**src/rtl/sbus_codec_pkg.sv**
```systemverilog
package sbus_codec_pkg;
   // frame overhead: start, control, parity, end (request); start, parity, end (reply)
   localparam int REQ_OVERHEAD = 4;
   localparam int RSP_OVERHEAD = 3;

   typedef enum logic [1:0] {
      PH_LISTEN,
      PH_HOLD,
      PH_REPLY
   } phase_e;
endpackage

```
**src/rtl/sbus_req_rx.sv**
```systemverilog
module sbus_req_rx #(
   parameter int ADDR_W = 5,
   parameter int INFO_W = 5,
   localparam int BODY  = ADDR_W + INFO_W + sbus_codec_pkg::REQ_OVERHEAD - 1
) (
   input  logic            clk,
   input  logic            rst_n,
   input  logic            en,
   input  logic            tick,
   input  logic            rx_bit,
   output logic            done,
   output logic [BODY-1:0] body
);
   localparam int CW = $clog2(BODY);

   logic            active;
   logic [CW-1:0]   cnt;
   logic [BODY-2:0] sh;

   always_ff @(posedge clk) begin
      if (!rst_n) begin
         active <= 1'b0;
         cnt    <= '0;
         sh     <= '0;
         done   <= 1'b0;
         body   <= '0;
      end else begin
         done <= 1'b0;
         if (!en) begin
            active <= 1'b0;
            cnt    <= '0;
         end else if (tick) begin
            if (!active) begin
               // a sampled 0 while idle is the start bit
               if (!rx_bit) begin
                  active <= 1'b1;
                  cnt    <= '0;
               end
            end else begin
               sh <= {sh[BODY-3:0], rx_bit};
               if (cnt == CW'(BODY - 1)) begin
                  active <= 1'b0;
                  done   <= 1'b1;
                  body   <= {sh, rx_bit};
               end else begin
                  cnt <= cnt + 1'b1;
               end
            end
         end
      end
   end
endmodule

```
**src/rtl/sbus_rsp_tx.sv**
```systemverilog
module sbus_rsp_tx #(
   parameter int DATA_W = 4
) (
   input  logic              clk,
   input  logic              rst_n,
   input  logic              abort,
   input  logic              tick,
   input  logic              load,
   input  logic [DATA_W-1:0] word,
   output logic              tx_bit,
   output logic              busy,
   output logic              done
);
   localparam int LEN = DATA_W + sbus_codec_pkg::RSP_OVERHEAD;
   localparam int CW  = $clog2(LEN);

   logic [LEN-2:0] rest;
   logic [CW-1:0]  cnt;

   always_ff @(posedge clk) begin
      if (!rst_n) begin
         tx_bit <= 1'b1;
         busy   <= 1'b0;
         done   <= 1'b0;
         rest   <= '0;
         cnt    <= '0;
      end else begin
         done <= 1'b0;
         if (abort) begin
            tx_bit <= 1'b1;
            busy   <= 1'b0;
            cnt    <= '0;
         end else if (load) begin
            tx_bit <= 1'b0;
            rest   <= {word, ^word, 1'b1};
            cnt    <= CW'(LEN - 1);
            busy   <= 1'b1;
         end else if (tick && busy) begin
            if (cnt == '0) begin
               tx_bit <= 1'b1;
               busy   <= 1'b0;
               done   <= 1'b1;
            end else begin
               tx_bit <= rest[LEN-2];
               rest   <= {rest[LEN-3:0], 1'b1};
               cnt    <= cnt - 1'b1;
            end
         end
      end
   end
endmodule

```
**src/rtl/sbus_slave_codec.sv**
```systemverilog
module sbus_slave_codec #(
   parameter int ADDR_W   = 5,
   parameter int INFO_W   = 5,
   parameter int GAP_BITS = 2,
   parameter bit EXT_SEL  = 1'b1
) (
   input  logic              clk,
   input  logic              rst_n,
   input  logic              inhibit,
   input  logic              ext_mode,
   input  logic [ADDR_W-1:0] my_addr,
   input  logic              my_sel,
   input  logic              tick,
   input  logic              rx_bit,
   output logic              req_valid,
   output logic              req_ctrl,
   output logic [INFO_W-1:0] req_info,
   output logic              rsp_ready,
   input  logic              rsp_valid,
   input  logic [INFO_W-2:0] rsp_info,
   output logic              tx_bit,
   output logic              tx_active
);
   import sbus_codec_pkg::*;

   localparam int BODY    = ADDR_W + INFO_W + REQ_OVERHEAD - 1;
   localparam int RSP_W   = INFO_W - 1;
   localparam int SEL_POS = INFO_W - 2;
   localparam int GAP_W   = $clog2(GAP_BITS + 1);

   initial begin
      assert (GAP_BITS >= 1) else $error("GAP_BITS must be at least 1");
      assert (INFO_W >= 2) else $error("INFO_W must be at least 2");
      assert (ADDR_W >= 1) else $error("ADDR_W must be at least 1");
   end

   phase_e            phase;
   logic [GAP_W-1:0]  gap;
   logic              have;
   logic [RSP_W-1:0]  word;
   logic              rx_done;
   logic [BODY-1:0]   body;
   logic [ADDR_W-1:0] f_addr;
   logic              par_ok, end_ok, match, last_gap;
   logic              tx_load, tx_done;

   sbus_req_rx #(.ADDR_W(ADDR_W), .INFO_W(INFO_W)) i_rx (
      .clk    (clk),
      .rst_n  (rst_n),
      .en     (phase == PH_LISTEN && !inhibit),
      .tick   (tick),
      .rx_bit (rx_bit),
      .done   (rx_done),
      .body   (body)
   );

   // body layout, LSB first: end, parity, info, address, control
   assign f_addr   = body[INFO_W+ADDR_W+1 : INFO_W+2];
   assign req_info = body[INFO_W+1 : 2];
   assign req_ctrl = body[BODY-1];
   assign par_ok   = ~^body[BODY-1:1];
   assign end_ok   = body[0];

   generate
      if (EXT_SEL) begin : g_ext
         assign match = (f_addr == my_addr) && (!ext_mode || (req_info[SEL_POS] == my_sel));
      end else begin : g_base
         assign match = (f_addr == my_addr);
      end
   endgenerate

   assign req_valid = rx_done && par_ok && end_ok && match && !inhibit;
   assign last_gap  = tick && (gap == GAP_W'(GAP_BITS - 1));
   assign rsp_ready = (phase == PH_HOLD) && !have && !last_gap && !inhibit;
   assign tx_load   = (phase == PH_HOLD) && last_gap && have && !inhibit;

   always_ff @(posedge clk) begin
      if (!rst_n) begin
         phase <= PH_LISTEN;
         gap   <= '0;
         have  <= 1'b0;
         word  <= '0;
      end else if (inhibit) begin
         phase <= PH_LISTEN;
         gap   <= '0;
         have  <= 1'b0;
      end else begin
         case (phase)
            PH_LISTEN: begin
               if (req_valid) begin
                  phase <= PH_HOLD;
                  gap   <= '0;
                  have  <= 1'b0;
               end
            end
            PH_HOLD: begin
               if (rsp_valid && rsp_ready) begin
                  have <= 1'b1;
                  word <= rsp_info;
               end
               if (last_gap) begin
                  phase <= have ? PH_REPLY : PH_LISTEN;
               end else if (tick) begin
                  gap <= gap + 1'b1;
               end
            end
            PH_REPLY: begin
               if (tx_done) phase <= PH_LISTEN;
            end
            default: phase <= PH_LISTEN;
         endcase
      end
   end

   sbus_rsp_tx #(.DATA_W(RSP_W)) i_tx (
      .clk    (clk),
      .rst_n  (rst_n),
      .abort  (inhibit),
      .tick   (tick),
      .load   (tx_load),
      .word   (word),
      .tx_bit (tx_bit),
      .busy   (tx_active),
      .done   (tx_done)
   );
endmodule

```
**config.mk**
```make
export PLATFORM = sky130hd
export DESIGN_NAME = sbus_slave_codec
export DESIGN_NICKNAME = d
export VERILOG_FILES = /design/src/rtl/sbus_codec_pkg.sv /design/src/rtl/sbus_req_rx.sv /design/src/rtl/sbus_rsp_tx.sv /design/src/rtl/sbus_slave_codec.sv
export SDC_FILE = /design/constraint.sdc
export NUM_CORES = 1
export LEC_CHECK = 0
export ABC_AREA = 0
export BUFFER_PORTS_ARGS = -buffer_cell sky130_fd_sc_hd__buf_2
export CORE_ASPECT_RATIO = 1.5
export CORE_MARGIN = 1
export CORE_UTILIZATION = 55
export DETAILED_ROUTE_END_ITERATION = 8
export PLACE_DENSITY = 0.79
export SLEW_MARGIN = 25
export SYNTH_ARGS = -nofsm -noshare
export SYNTH_HDL_FRONTEND = slang
export SYNTH_SLANG_ARGS = --single-unit
```
**constraint.sdc**
```tcl
create_clock -name clk -period 2.07 [get_ports clk]
set_input_delay 0.3105 -clock clk [delete_from_list [all_inputs] [get_ports clk]]
set_output_delay 0.3105 -clock clk [all_outputs]
set_load 0.03 [all_outputs]
```
# Word level (Yosys, flattened, before mapping)
# Cells that the tools add are included.
[op_classes]
add_sub_neg = 3
n_eq_ne = 15
n_mux = 32
bitwise_logic = 4
n_reduce_logical = 43
[op_table]
columns = ["operator", "n"]
rows = [
  ["$mux W6", 3],
  ["$reduce_and A3 Y1", 6],
  ["$logic_and A1 B1 Y1", 15],
  ["$mux W2", 7],
  ["$mux W1", 13],
  ["$mux W4", 3],
  ["$reduce_and A4 Y1", 3],
  ["$reduce_xnor A12 Y1", 1],
  ["$ne A2 B2 Y1 const B", 5],
  ["$mux W3", 3],
  ["$ne A2 B1 Y1 const B", 4],
  ["$reduce_and A2 Y1", 4],
  ["$pmux W2 S3", 1],
  ["$reduce_bool A2 Y1", 3],
  ["$eq A5 B5 Y1", 1],
  ["$add A4 B1 Y4 const B", 1],
  ["$eq A2 B1 Y1 const B", 2],
  ["$eq A4 B4 Y1 const B", 1],
  ["$logic_not A1 Y1", 4],
  ["$not A1 Y1", 4],
  ["$pmux W2 S2", 1],
  ["$reduce_or A4 Y1", 1],
  ["$reduce_xor A4 Y1", 1],
  ["$logic_not A3 Y1", 1],
  ["9 further kinds", 9],
]
[totals]
register_bits = 52
inputBits = 17
out_inout_bits = 10
wordCells = 112

# Depth between registers and ports, before layout
# Gate-level depths: netlist of run 1.
[depth]
ltp_word = 8
ltp_mapped = 7
ltp_nobuf = 7

# Modules after synthesis
# A second synthesis of run 1 with hierarchy kept.
[unflattened]
hier_cells = 276
hier_area_um2 = 2456.1
[by_module_without_submodules]
columns = ["mod", "instances", "cells_per_inst", "area_each_um2", "seq_area_each_um2"]
rows = [
  ["sbus_req_rx", 1, 149, 1312.5, 620.6],
  ["sbus_slave_codec", 1, 69, 599.3, 180.2],
  ["sbus_rsp_tx", 1, 58, 544.3, 240.2],
]

# Worst setup path before layout of run 1
# OpenSTA, ideal clock, no wires.
[synth_path]
path_kind = "reg2out"
start = "register i_rx.body[12]"
end = "output req_valid"
arrival_ns = 1.697
required_time_ns = 1.760
path_slack_ns = 0.062
path_stages_with_launch = 5
path_cell_list = "dfxtp_1 > xnor2_1 > xnor2_1 > xnor3_1 > nor2_1"
[synth_via]
elab_chain_len = 5
[synth_lines]
columns = ["item", "line_no", "text"]
rows = [
  ["start, declared", "sbus_req_rx.sv:12", "output logic [BODY-1:0] body"],
  ["start signal, assigned", "sbus_req_rx.sv:44", "body <= {sh, rx_bit};"],
  ["$reduce_xnor A12 Y1", "sbus_slave_codec.sv:61", "assign par_ok = ~^body[BODY-1:1];"],
  ["$logic_and A1 B1 Y1 (4 in series)", "sbus_slave_codec.sv:72", "assign req_valid = rx_done && par_ok && end_ok && match && !inhibit;"],
  ["end, declared", "sbus_slave_codec.sv:15", "output logic req_valid,"],
]
# Every way passes these cells.

# Worst setup path in the final report of run 1
[layout_path]
start = "register i_rx.body[5]"
end = "output req_valid"
[layout_via]
elab_chain_len = 5
word_cells_on_any_way = 8
classes_between = "eq/ne: 1; reduce/logical: 7"
[layout_lines]
columns = ["item", "line_no"]
rows = [
  ["$reduce_xnor A12 Y1 or $eq A1 B1 Y1 (tied branches)", "sbus_slave_codec.sv:61, sbus_slave_codec.sv:66"],
  ["$logic_and A1 B1 Y1 or $logic_or A1 B1 Y1 (tied branches)", "sbus_slave_codec.sv:72, sbus_slave_codec.sv:66"],
  ["$logic_and A1 B1 Y1, on equally long branches", "sbus_slave_codec.sv:72, sbus_slave_codec.sv:66"],
  ["$logic_and A1 B1 Y1 * (2 in series)", "sbus_slave_codec.sv:72"],
]
# Every way passes the cells marked *; elsewhere a longest branch is shown, timed or not.

==> implementation parameters, run 1 <==
Parameter                              Value

Worst setup path
  Kind of critical path ... flip-flop to primary output
  Worst endpoint required time ... approximately 1.8 ns
  CP max FO ... 4
  Start of the worst register-to-register path ... i_rx.body[5]
  Register-to-Register Setup Slack ... 0.19 ns
  Gate family responsible for the most delay along the worst path ... XOR/XNOR gates
  Delay of the slowest cell on the worst path ... roughly 0.42 ns
  Library cell contributing the largest single delay on the critical path ... sky130_fd_sc_hd__dfxtp_1
  Endpoint kind of the worst setup timing path ... primary output
  Worst path bufs/invs ... 1
  Critical path data arrival time ... roughly 1.7 ns
  Kind of launch point of the worst setup path ... flip-flop
  Crit path top cell by count ... sky130_fd_sc_hd__xnor2_1
  Critical path origin ... i_rx.body[5]
  Ordered cell list for the critical path ... xnor2_1 > xnor2_1 > xnor3_1 > nor2_1 > buf_4

STA
  Worst setup skew after layout ... between 0.008 and 0.009 ns
  Crit share post-route ... 0.9579
  Final Critical Period ... between 1.5 and 2 ns
  Final-report setup violation count ... 0
  Final hold vios ... 0
  Final max-slew violation count ... 0
  Transition time at the pin with the least slew margin ... a little under 0.4 ns
  Hold_ws ... around 0.25 ns
  Maximum clock rate ... a little over 0.5 GHz
  Worst slew margin ... 0.7403
  Unrepaired setup endpoints after global routing ... true

Drt
  Via count normalized by instance count ... 5.520
  Drt initial violations ... 39
  Average wire per standard cell ... roughly 13 um
  First-pass iteration count of the detailed router ... 5
  Sum of routed wire length over all layers ... between 4 and 5 mm
  DRC Markers ... 0
  Antenna viol nets, final ... 0
  Via count of the routed design ... about 1800

Floorplanning
  Total I/O pin count ... 27
  Vertical die dimension ... ~81 um
  Placeable core region ... slightly below 4000 um^2
  Standard-cell rows ... 28
  Initial standard-cell utilization of the core ... 0.5781
  Die area ... about 4400 um^2
  Overall die width ... about 55 um

Synthesis
  Top cells by area, synth ... sky130_fd_sc_hd__dfxtp_1 45%, sky130_fd_sc_hd__mux2i_1 11%, sky130_fd_sc_hd__nor2_1 6.7%
  Synth Flop Type ... sky130_fd_sc_hd__dfxtp_1
  Fraction of registers with async set or reset after synthesis ... 0
  Yosys warns ... 0
  Number of enable-type register cells in the synthesized netlist ... 0
  Dominant cell by count in the synthesized netlist ... sky130_fd_sc_hd__dfxtp_1
  Library cell with the largest summed area after synthesis ... sky130_fd_sc_hd__dfxtp_1
  Distinct cell type count of the synthesized netlist ... 32
  Post-Synthesis Cells ... roughly 250
  Net count after synthesis ... between 200 and 300
  Sequential area share after synthesis ... 0.4549
  Leading post-synthesis cells by instance count ... 52 x sky130_fd_sc_hd__dfxtp_1, 41 x sky130_fd_sc_hd__nor2_1, 25 x sky130_fd_sc_hd__mux2i_1
  Synthesized area ... around 2300 um^2
  Post-synthesis sequential element count ... between 50 and 60
  Average cell area after synthesis ... a little over 9 um^2
  Post-synth top area share ... 0.4549

Power
  IR drop worst, VDD ... approximately 0.62 mV
  Static Leak ... around 1.1 nW
  Logic pwr share ... 0.034
  Flop pwr share ... 0.564
  Pwr Density ... approximately 680 nW/um^2
  Internal Dissipation ... 1.417 mW
  Clock power share ... 0.402
  Switching Fraction ... 0.2025
  Power dissipated by switching net loads ... approximately 0.36 mW

CTS
  Root buffer cell ... sky130_fd_sc_hd__clkbuf_8
  Clock tree from TritonCTS ... done
  Clock transition time at the flip-flop clock pins of the worst setup and hold paths ... about 0.090 ns
  Total number of clock tree sinks ... 52
  CTS H-Tree Depth ... 2
  Latest clock arrival within the worst-skew pair ... around 0.30 ns
  Number of buffers inserted during clock tree synthesis ... 5
  Max Root-Sink Buffers ... 2

Final layout
  Area delta synth->final ... 13.50%
  Final Net Count ... roughly 290
  Layout fillers ... 326
  Final Instance Count excl. Fillers ... between 300 and 400
  Share of final-layout standard cells stronger than drive strength 1 ... 0.2007
  Diode count ... 0
  Final design utilization ... 0.6561

Placed design
  Cell total after placement ... 308
  Number of buffers inserted by port buffering ... 26
  Half-perimeter wire length after detailed placement ... slightly above 3 mm
  Weighted congestion at the end of routability-driven global placement ... between 0.7 and 0.8

Worst hold path
  Hold path startpoint ... rsp_info[2]
  Min-delay worst type ... input pin to flip-flop

Global routing
  Congestion Overflow GR ... 0
  Pin count of the biggest net entering global routing ... 32
  Antenna violations before repair ... 0
  All-layer global routing usage ... 0.2086
  Via count of the first global-routing pass ... 1645
  First-pass GRT wire length ... 6.706 mm

Status
  Status ... finished clean

Job
  Reported max-cap violation count ... 0
==> power groups by stage <==
stage               Combinational, mW  Sequential, mW  Clock, mW
floorplan                      0.0310            1.02          0
global placement               0.0584            1.03          0
detailed placement             0.0591            1.03          0
CTS                            0.0594            1.00      0.740
global route                   0.0672            1.00      0.769
finish                         0.0598            1.00      0.715
==> flip-flops by register name (all words and copies together) (netlist names) <==
signal and flops:
i_tx.cnt 3, i_tx.rest 6, i_rx.body 13, i_rx.active 1, i_tx.done 1, have 1, i_rx.sh 12, i_tx.busy 1
word 4, phase 2, i_tx.tx_bit 1, gap 2, i_rx.done 1, i_rx.cnt 4
==> repair_timing <==
action / in CTS / in global routing
endpoints found under the setup margin: 1 / 2
hold buffers: 0 / 0
setup buffers: 1 / 2
resized for setup: 0 / 15
pin swaps: 1 / 4
==> stage by stage <==
| stage | total power, mW | instance area [um^2] | setup TNS (ns) | setup WS, ns |
|---|---|---|---|---|
| after floorplan | 1.056 | 2288 | 0 | 0.06237 |
| after global placement | 1.084 | 2416 | 0 | 0.3211 |
| after detailed placement | 1.084 | 2416 | 0 | 0.2675 |
| after CTS | 1.802 | 2545 | 0 | 0.02057 |
| after global routing | 1.838 | 2597 | -0.04487 | -0.04487 |
| final | 1.776 | 2597 | 0 | 0.08706 |
==> worst paths after layout <==
check,cells past startpoint,end
worst max-delay path,5,req_valid
worst min-delay path,3,word[2]
worst max register to register,7,phase[0]
worst min register to register,2,i_tx.cnt[2]
==> worst reg2reg max path, cell delays in order (launching register included) <==
cell                      delay [ns]
sky130_fd_sc_hd__dfxtp_1        0.42
sky130_fd_sc_hd__xnor2_1        0.15
sky130_fd_sc_hd__xnor2_1        0.17
sky130_fd_sc_hd__xnor3_1        0.36
sky130_fd_sc_hd__buf_4          0.14
sky130_fd_sc_hd__buf_4          0.13
sky130_fd_sc_hd__nor4_4         0.25
sky130_fd_sc_hd__o211a_1        0.21
==> cells in the final DEF, fill, tap and decap left out, types with 2 or more instances in the layout <==
cell	synthesis	final
sky130_fd_sc_hd__a21oi_1	17	17
sky130_fd_sc_hd__dfxtp_2	0	7
sky130_fd_sc_hd__o22ai_1	8	8
sky130_fd_sc_hd__nand3_1	11	11
sky130_fd_sc_hd__inv_1	7	7
sky130_fd_sc_hd__xor2_1	8	8
sky130_fd_sc_hd__buf_2	2	24
sky130_fd_sc_hd__ha_1	3	2
sky130_fd_sc_hd__xnor2_2	0	2
sky130_fd_sc_hd__nand2_1	19	19
sky130_fd_sc_hd__or3_1	3	3
sky130_fd_sc_hd__nand4_1	4	4
sky130_fd_sc_hd__nor3_1	3	3
sky130_fd_sc_hd__xnor2_1	12	10
sky130_fd_sc_hd__clkbuf_8	0	6
sky130_fd_sc_hd__dfxtp_1	52	45
sky130_fd_sc_hd__buf_4	6	8
sky130_fd_sc_hd__o21ai_0	7	7
sky130_fd_sc_hd__mux2i_1	25	25
sky130_fd_sc_hd__nor4_4	2	2
sky130_fd_sc_hd__nor2_1	41	41
==> cell type report <==
type / instances / area (um^2) / share of cell area
multi-input cells: 175 / 1164 / 0.4480
flip-flops and latches: 52 / 1050 / 0.4041
repair buffers: 32 / 180.2 / 0.06936
clock buffers: 6 / 82.58 / 0.03179
well taps: 45 / 56.30 / 0.02168
clock inverters: 2 / 38.79 / 0.01493
inverters: 7 / 26.28 / 0.01012
==> logic make-up (layout without fill, tap and decap cells) <==
logic type      after synthesis  after routing  synth area share
simple gates                 88             88            0.1897
flops                        52             52            0.4549
compound gates               38             38           0.09623
mux                          25             25            0.1093
xor+xnor                     21             21           0.08639
buf+inv                      20             47           0.04702
fa+ha+maj                     3              3           0.01640
==> routing by layer <==
metal,GRT usage,vias to the layer above,routed length [um],share of wire
met3,0.04682,4,130,0.031
met4,0.1026,0,53,0.013
met5,0,-,0,0
met1,0.2179,820,1796,0.43
li1,-,896,-,-
met2,0.3711,41,2220,0.53
(Power assumes the default switching activity.)
==> inputs of run 2 (changes only) <==
Settings changed: CORE_MARGIN 1 to default.
Clock period 2.07 ns to 2.56 ns, I/O delays scaled along.
==> implementation parameters, run 2 (same netlist as run 1, synthesis figures left out) <==
Parameter                              Value

Status
  Status ... finished clean

STA
  Unrepaired setup endpoints after global routing ... false
  Final hold vios ... 0
  Transition time at the pin with the least slew margin ... 0.3989 ns
  Final max-slew violation count ... 0
  Final sum of negative setup slack ... 0 ns
  Maximum clock rate ... 0.4586 GHz
  Final Critical Period ... between 2 and 2.5 ns
  Worst slew margin ... 0.7341
  Final-report setup violation count ... 0
  Crit share post-route ... 0.8518
  Worst setup skew after layout ... between 0.007 and 0.008 ns

CTS
  CTS H-Tree Depth ... 2
  Total number of clock tree sinks ... 52
  Postcts setup bufs ... 0
  Root buffer cell ... sky130_fd_sc_hd__clkbuf_8
  Clock transition time at the flip-flop clock pins of the worst setup and hold paths ... 0.09 ns
  Cts repair resizes ... 0
  Number of buffers inserted during clock tree synthesis ... 5
  Max Root-Sink Buffers ... 2
  Post-CTS Hold Fix Bufs ... 0
  Clock tree from TritonCTS ... done
  Latest clock arrival within the worst-skew pair ... approximately 0.30 ns

Final layout
  Flip-flop count of the largest register, all copies and words added ... 13
  Most common library cell in the layout ignoring fill and taps ... sky130_fd_sc_hd__dfxtp_1
  Diode count ... 0
  Finished Cell Area ... between 2000 and 3000 um^2
  Share of final-layout standard cells stronger than drive strength 1 ... 0.1487
  Area delta synth->final ... 10.88%
  Highest-count cells in the layout ignoring fill and taps ... 52 x sky130_fd_sc_hd__dfxtp_1, 41 x sky130_fd_sc_hd__nor2_1, 26 x sky130_fd_sc_hd__buf_2, 25 x sky130_fd_sc_hd__mux2i_1, 19 x sky130_fd_sc_hd__nand2_1
  Register with the most flip-flops ... i_rx.body
  Final design utilization ... 0.6410
  Final Net Count ... ~290
  Largest registers ... i_rx.body x13, i_rx.sh x12, i_tx.rest x6
  Final Instance Count excl. Fillers ... approximately 310

Floorplanning
  Initial standard-cell utilization of the core ... 0.5781
  Total I/O pin count ... 27
  Vertical die dimension ... around 81 um
  Die area ... between 4000 and 5000 um^2
  Standard-cell rows ... 28
  Overall die width ... 54.67 um
  Placeable core region ... a little under 4000 um^2

Placed design
  Half-perimeter wire length after detailed placement ... a little over 3 mm
  Cell total after placement ... ~310
  Weighted congestion at the end of routability-driven global placement ... between 0.8 and 0.9
  Number of buffers inserted by port buffering ... 26
  Post-placement cell area ... 2409 um^2

Global routing
  First-pass GRT wire length ... between 6 and 7 mm
  Via count of the first global-routing pass ... roughly 1600
  Congestion Overflow GR ... 0
  All-layer global routing usage ... 0.2030
  Antenna violations before repair ... 0
  Pin count of the biggest net entering global routing ... 32

Drt
  Sum of routed wire length over all layers ... roughly 4.1 mm
  Via count normalized by instance count ... ~5.6
  Drt initial violations ... between 60 and 70
  Antenna viol nets, final ... 0
  Via count of the routed design ... between 1500 and 2000
  Average wire per standard cell ... between 10 and 15 um
  First-pass iteration count of the detailed router ... 4
  DRC Markers ... 0

Worst setup path
  Start of the worst register-to-register path ... gap[0]
  Ordered cell list for the critical path ... xnor2_1 > xnor2_1 > xnor3_1 > nor2_1 > buf_2
  Kind of launch point of the worst setup path ... flip-flop
  Critical path origin ... i_rx.body[9]
  Kind of critical path ... flip-flop to primary output
  Delay of the slowest cell on the worst path ... approximately 0.48 ns
  Gate family responsible for the most delay along the worst path ... XOR/XNOR gates
  Worst endpoint required time ... ~2.2 ns
  CP max FO ... 3
  Critical path data arrival time ... 1.80 ns
  Library cell contributing the largest single delay on the critical path ... sky130_fd_sc_hd__xnor3_1
  Logic depth of the worst path, buffers included ... 5
  Worst reg2reg path depth ... 6
  Endpoint kind of the worst setup timing path ... primary output
  Crit path top cell by count ... sky130_fd_sc_hd__xnor2_1
  Worst path bufs/invs ... 1

Job
  Reported max-cap violation count ... 0

Worst hold path
  Cells on Worst Hold Path ... 3
  Min-delay worst type ... input pin to flip-flop
  Hold path startpoint ... rsp_info[2]

Power
  Flop pwr share ... 0.543
  Logic pwr share ... 0.032
  Internal Dissipation ... around 1.2 mW
  Static Leak ... ~1.1 nW
  IR drop worst, VDD ... about 0.51 mV
  Clock power share ... 0.425
  Pwr Density ... slightly below 600 nW/um^2
  Switching Fraction ... 0.1889
  Power dissipated by switching net loads ... about 0.28 mW
[run 2: cell count changes in the layout (fill, tap and decap cells not counted), sizes merged]
cell,delta
buf,-4
bufinv,+1
clkbuf,-1
clkinv,-1
[run 2: stage by stage]
step                      setup slack (ns)  power [mW]  hold WS, ns
after floorplan                     0.4789      0.8538       0.4407
after global placement              0.6867      0.8762       0.4643
after CTS                           0.3575       1.504       0.3205
after global routing                0.2696       1.538       0.3363
final                               0.3795       1.492       0.3239
after detailed placement            0.6384      0.8768       0.4698
[run 2: per-layer routing]
layer,global-route usage,part of all wire,up-vias
met1,0.2305,0.43,822
met2,0.3554,0.53,40
met3,0.04494,0.033,6
met4,0.07179,0.014,0
met5,0,0,-
li1,-,-,886
[run 2: final timing paths]
check,to,slack (ns)
min,word[2],0.32
max reg2reg,i_tx.rest[5],0.69
min reg2reg,gap[1],0.48
max,req_valid,0.38
[run 2: tightest hold or removal path: stages]
cell                      delay, ns
sky130_fd_sc_hd__buf_2         0.09
sky130_fd_sc_hd__nand3_1       0.05
sky130_fd_sc_hd__a21oi_1       0.05
[run 2: power by group through the flow]
stage	logic (mW)	clock network (mW)	registers, mW
after global placement	0.0473	0	0.829
after floorplan	0.0251	0	0.829
after detailed placement	0.0478	0	0.829
final	0.0482	0.634	0.810
after CTS	0.0481	0.646	0.810
after global routing	0.0545	0.673	0.810
[run 2: final cells by class]
type | count | area, um^2
multi-input cells | 175 | 1140
fillers | 355 | 1421
flip-flops and latches | 52 | 1041
clock buffers | 5 | 68.82
repair buffers | 28 | 145.1
inverters | 7 | 26.28
clock inverters | 2 | 60.06
well taps | 45 | 56.30
==> inputs of run 3 (changes only) <==
Clock period 2.56 ns to 2.8 ns, I/O delays scaled along.
==> implementation parameters, run 3 (same netlist as run 1, synthesis figures left out) <==
Parameter                              Value

Placed design
  Post-placement worst setup slack ... 0.8378 ns
  Half-perimeter wire length after detailed placement ... 3.015 mm
  Number of buffers inserted by port buffering ... 26
  Cell total after placement ... about 310
  Weighted congestion at the end of routability-driven global placement ... around 0.77

Worst setup path
  Critical path data arrival time ... 1.81 ns
  Worst endpoint required time ... 2.38 ns
  CP max FO ... 3
  Kind of launch point of the worst setup path ... flip-flop
  Register-to-Register Setup Slack ... 0.90 ns
  Capture point of the worst path ... req_valid
  Start of the worst register-to-register path ... gap[0]
  Reg2Reg Capture Point ... i_tx.rest[5]
  Worst reg2reg path depth ... 6
  Kind of critical path ... flip-flop to primary output
  Endpoint kind of the worst setup timing path ... primary output
  Critical path origin ... i_rx.body[8]

CTS
  Postcts setup bufs ... 0
  Number of buffers inserted during clock tree synthesis ... 5
  Clock tree from TritonCTS ... done
  Post-CTS Hold Fix Bufs ... 0
  Clock transition time at the flip-flop clock pins of the worst setup and hold paths ... approximately 0.09 ns
  CTS H-Tree Depth ... 2
  Cts repair resizes ... 0
  Latest clock arrival within the worst-skew pair ... 0.30 ns
  Total number of clock tree sinks ... 52
  Max Root-Sink Buffers ... 2
  Root buffer cell ... sky130_fd_sc_hd__clkbuf_8

STA
  Final sum of negative setup slack ... 0 ns
  Unrepaired setup endpoints after global routing ... false
  Transition time at the pin with the least slew margin ... slightly above 0.4 ns
  Final hold vios ... 0
  Final max-slew violation count ... 0
  Maximum clock rate ... 0.4482 GHz
  Final Critical Period ... between 2 and 2.5 ns
  Worst-case setup margin in the final layout ... roughly 0.57 ns
  Worst setup skew after layout ... a little over 0.01 ns
  Crit share post-route ... 0.7969
  Worst slew margin ... 0.7251
  Final-report setup violation count ... 0

Drt
  DRC Markers ... 0
  Sum of routed wire length over all layers ... approximately 4.1 mm
  Drt initial violations ... 38
  Antenna viol nets, final ... 0
  Via count normalized by instance count ... ~5.5
  Via count of the routed design ... 1734
  Average wire per standard cell ... 13.02 um
  First-pass iteration count of the detailed router ... 4

Worst hold path
  Min-delay worst type ... input pin to flip-flop

Final layout
  Highest-count cells in the layout ignoring fill and taps ... 52 x sky130_fd_sc_hd__dfxtp_1, 41 x sky130_fd_sc_hd__nor2_1, 26 x sky130_fd_sc_hd__buf_2, 25 x sky130_fd_sc_hd__mux2i_1, 19 x sky130_fd_sc_hd__nand2_1
  Final Instance Count excl. Fillers ... roughly 320
  Share of final-layout standard cells stronger than drive strength 1 ... 0.1481
  Flip-flop count of the largest register, all copies and words added ... 13
  Largest registers ... i_rx.body x13, i_rx.sh x12, i_tx.rest x6
  Most common library cell in the layout ignoring fill and taps ... sky130_fd_sc_hd__dfxtp_1
  Diode count ... 0
  Register with the most flip-flops ... i_rx.body
  Area delta synth->final ... 9.131%
  Final Net Count ... about 290

Floorplanning
  Standard-cell rows ... 28
  Total I/O pin count ... 27
  Vertical die dimension ... a little over 80 um
  Placeable core region ... ~4000 um^2
  Die area ... 4428 um^2
  Initial standard-cell utilization of the core ... 0.5781
  Overall die width ... roughly 55 um

Global routing
  First-pass GRT wire length ... slightly below 7 mm
  Via count of the first global-routing pass ... 1624
  Antenna violations before repair ... 0
  All-layer global routing usage ... 0.2056
  Pin count of the biggest net entering global routing ... 32
  Congestion Overflow GR ... 0
  Highest-utilization routing layer at the global route stage ... met2
  Global routing usage on met1 ... 0.2200
  Fraction of met2 tracks used by global routing ... 0.3795
  Met3 global-route usage ... 0.04682

Status
  Status ... finished clean

Power
  IR drop worst, VDD ... 0.4107 mV
  Static Leak ... 1.066 nW
  Pwr Density ... about 480 nW/um^2

Job
  Reported max-cap violation count ... 0
## run 3: cell count changes in the layout (fill, tap and decap cells not counted)
| cell | before | now |
|---|---|---|
| sky130_fd_sc_hd__clkbuf_1 | 0 | 1 |
| sky130_fd_sc_hd__bufinv_16 | 2 | 0 |
| sky130_fd_sc_hd__clkinv_4 | 0 | 1 |
| sky130_fd_sc_hd__clkinvlp_4 | 0 | 1 |
## run 3: per-stage QoR
step	power (mW)	area [um^2]	hold slack (ns)	utilization
6_report	1.198	2497	0.3699	0.6308
5_1_grt	1.249	2497	0.3613	0.6308
4_1_cts	1.212	2497	0.3670	0.6308
3_5_place_dp	0.8014	2409	0.4824	0.6084
3_3_place_gp	0.8007	2409	0.4636	0.6084
2_1_floorplan	0.7806	2288	0.4407	-
## run 3: worst min path at each step
stage                       from  depth (start not counted)           end
floorplan           i_tx.rest[0]                          2  i_tx.rest[0]
global placement          gap[1]                          2        gap[1]
detailed placement   i_rx.cnt[0]                          2   i_rx.cnt[0]
CTS                  rsp_info[2]                          3       word[2]
global route         rsp_info[0]                          3       word[0]
finish               rsp_info[0]                          3       word[0]
## run 3: area by class of cell
class | instances | area [um^2]
flip-flops and latches | 52 | 1041
multi-input cells | 175 | 1140
repair buffers | 28 | 145.1
inverters | 7 | 26.28
clock inverters | 2 | 16.27
clock buffers | 6 | 72.57
well taps | 45 | 56.30
fillers | 362 | 1461
## run 3: critical path, stage by stage (launching register included)
cell and delay [ns]:
sky130_fd_sc_hd__dfxtp_1 0.41, sky130_fd_sc_hd__xnor2_1 0.18, sky130_fd_sc_hd__xnor2_1 0.15, sky130_fd_sc_hd__xnor3_1 0.47
sky130_fd_sc_hd__nor2_1 0.11, sky130_fd_sc_hd__buf_2 0.20
## run 3: metal layers
| layer | vias to the layer above | wire length [um] |
|---|---|---|
| met5 | - | 0 |
| met4 | 0 | 48 |
| met3 | 5 | 114 |
| met2 | 28 | 2135 |
| met1 | 809 | 1802 |
| li1 | 892 | - |
## run 3: where the power goes
part / leakage (nW) / internal, mW / switching [mW]
Clock: 0.0414 / 0.178 / 0.236
Sequential: 0.419 / 0.740 / 0.00101
Combinational: 0.606 / 0.0157 / 0.0281
Total: 1.07 / 0.933 / 0.265
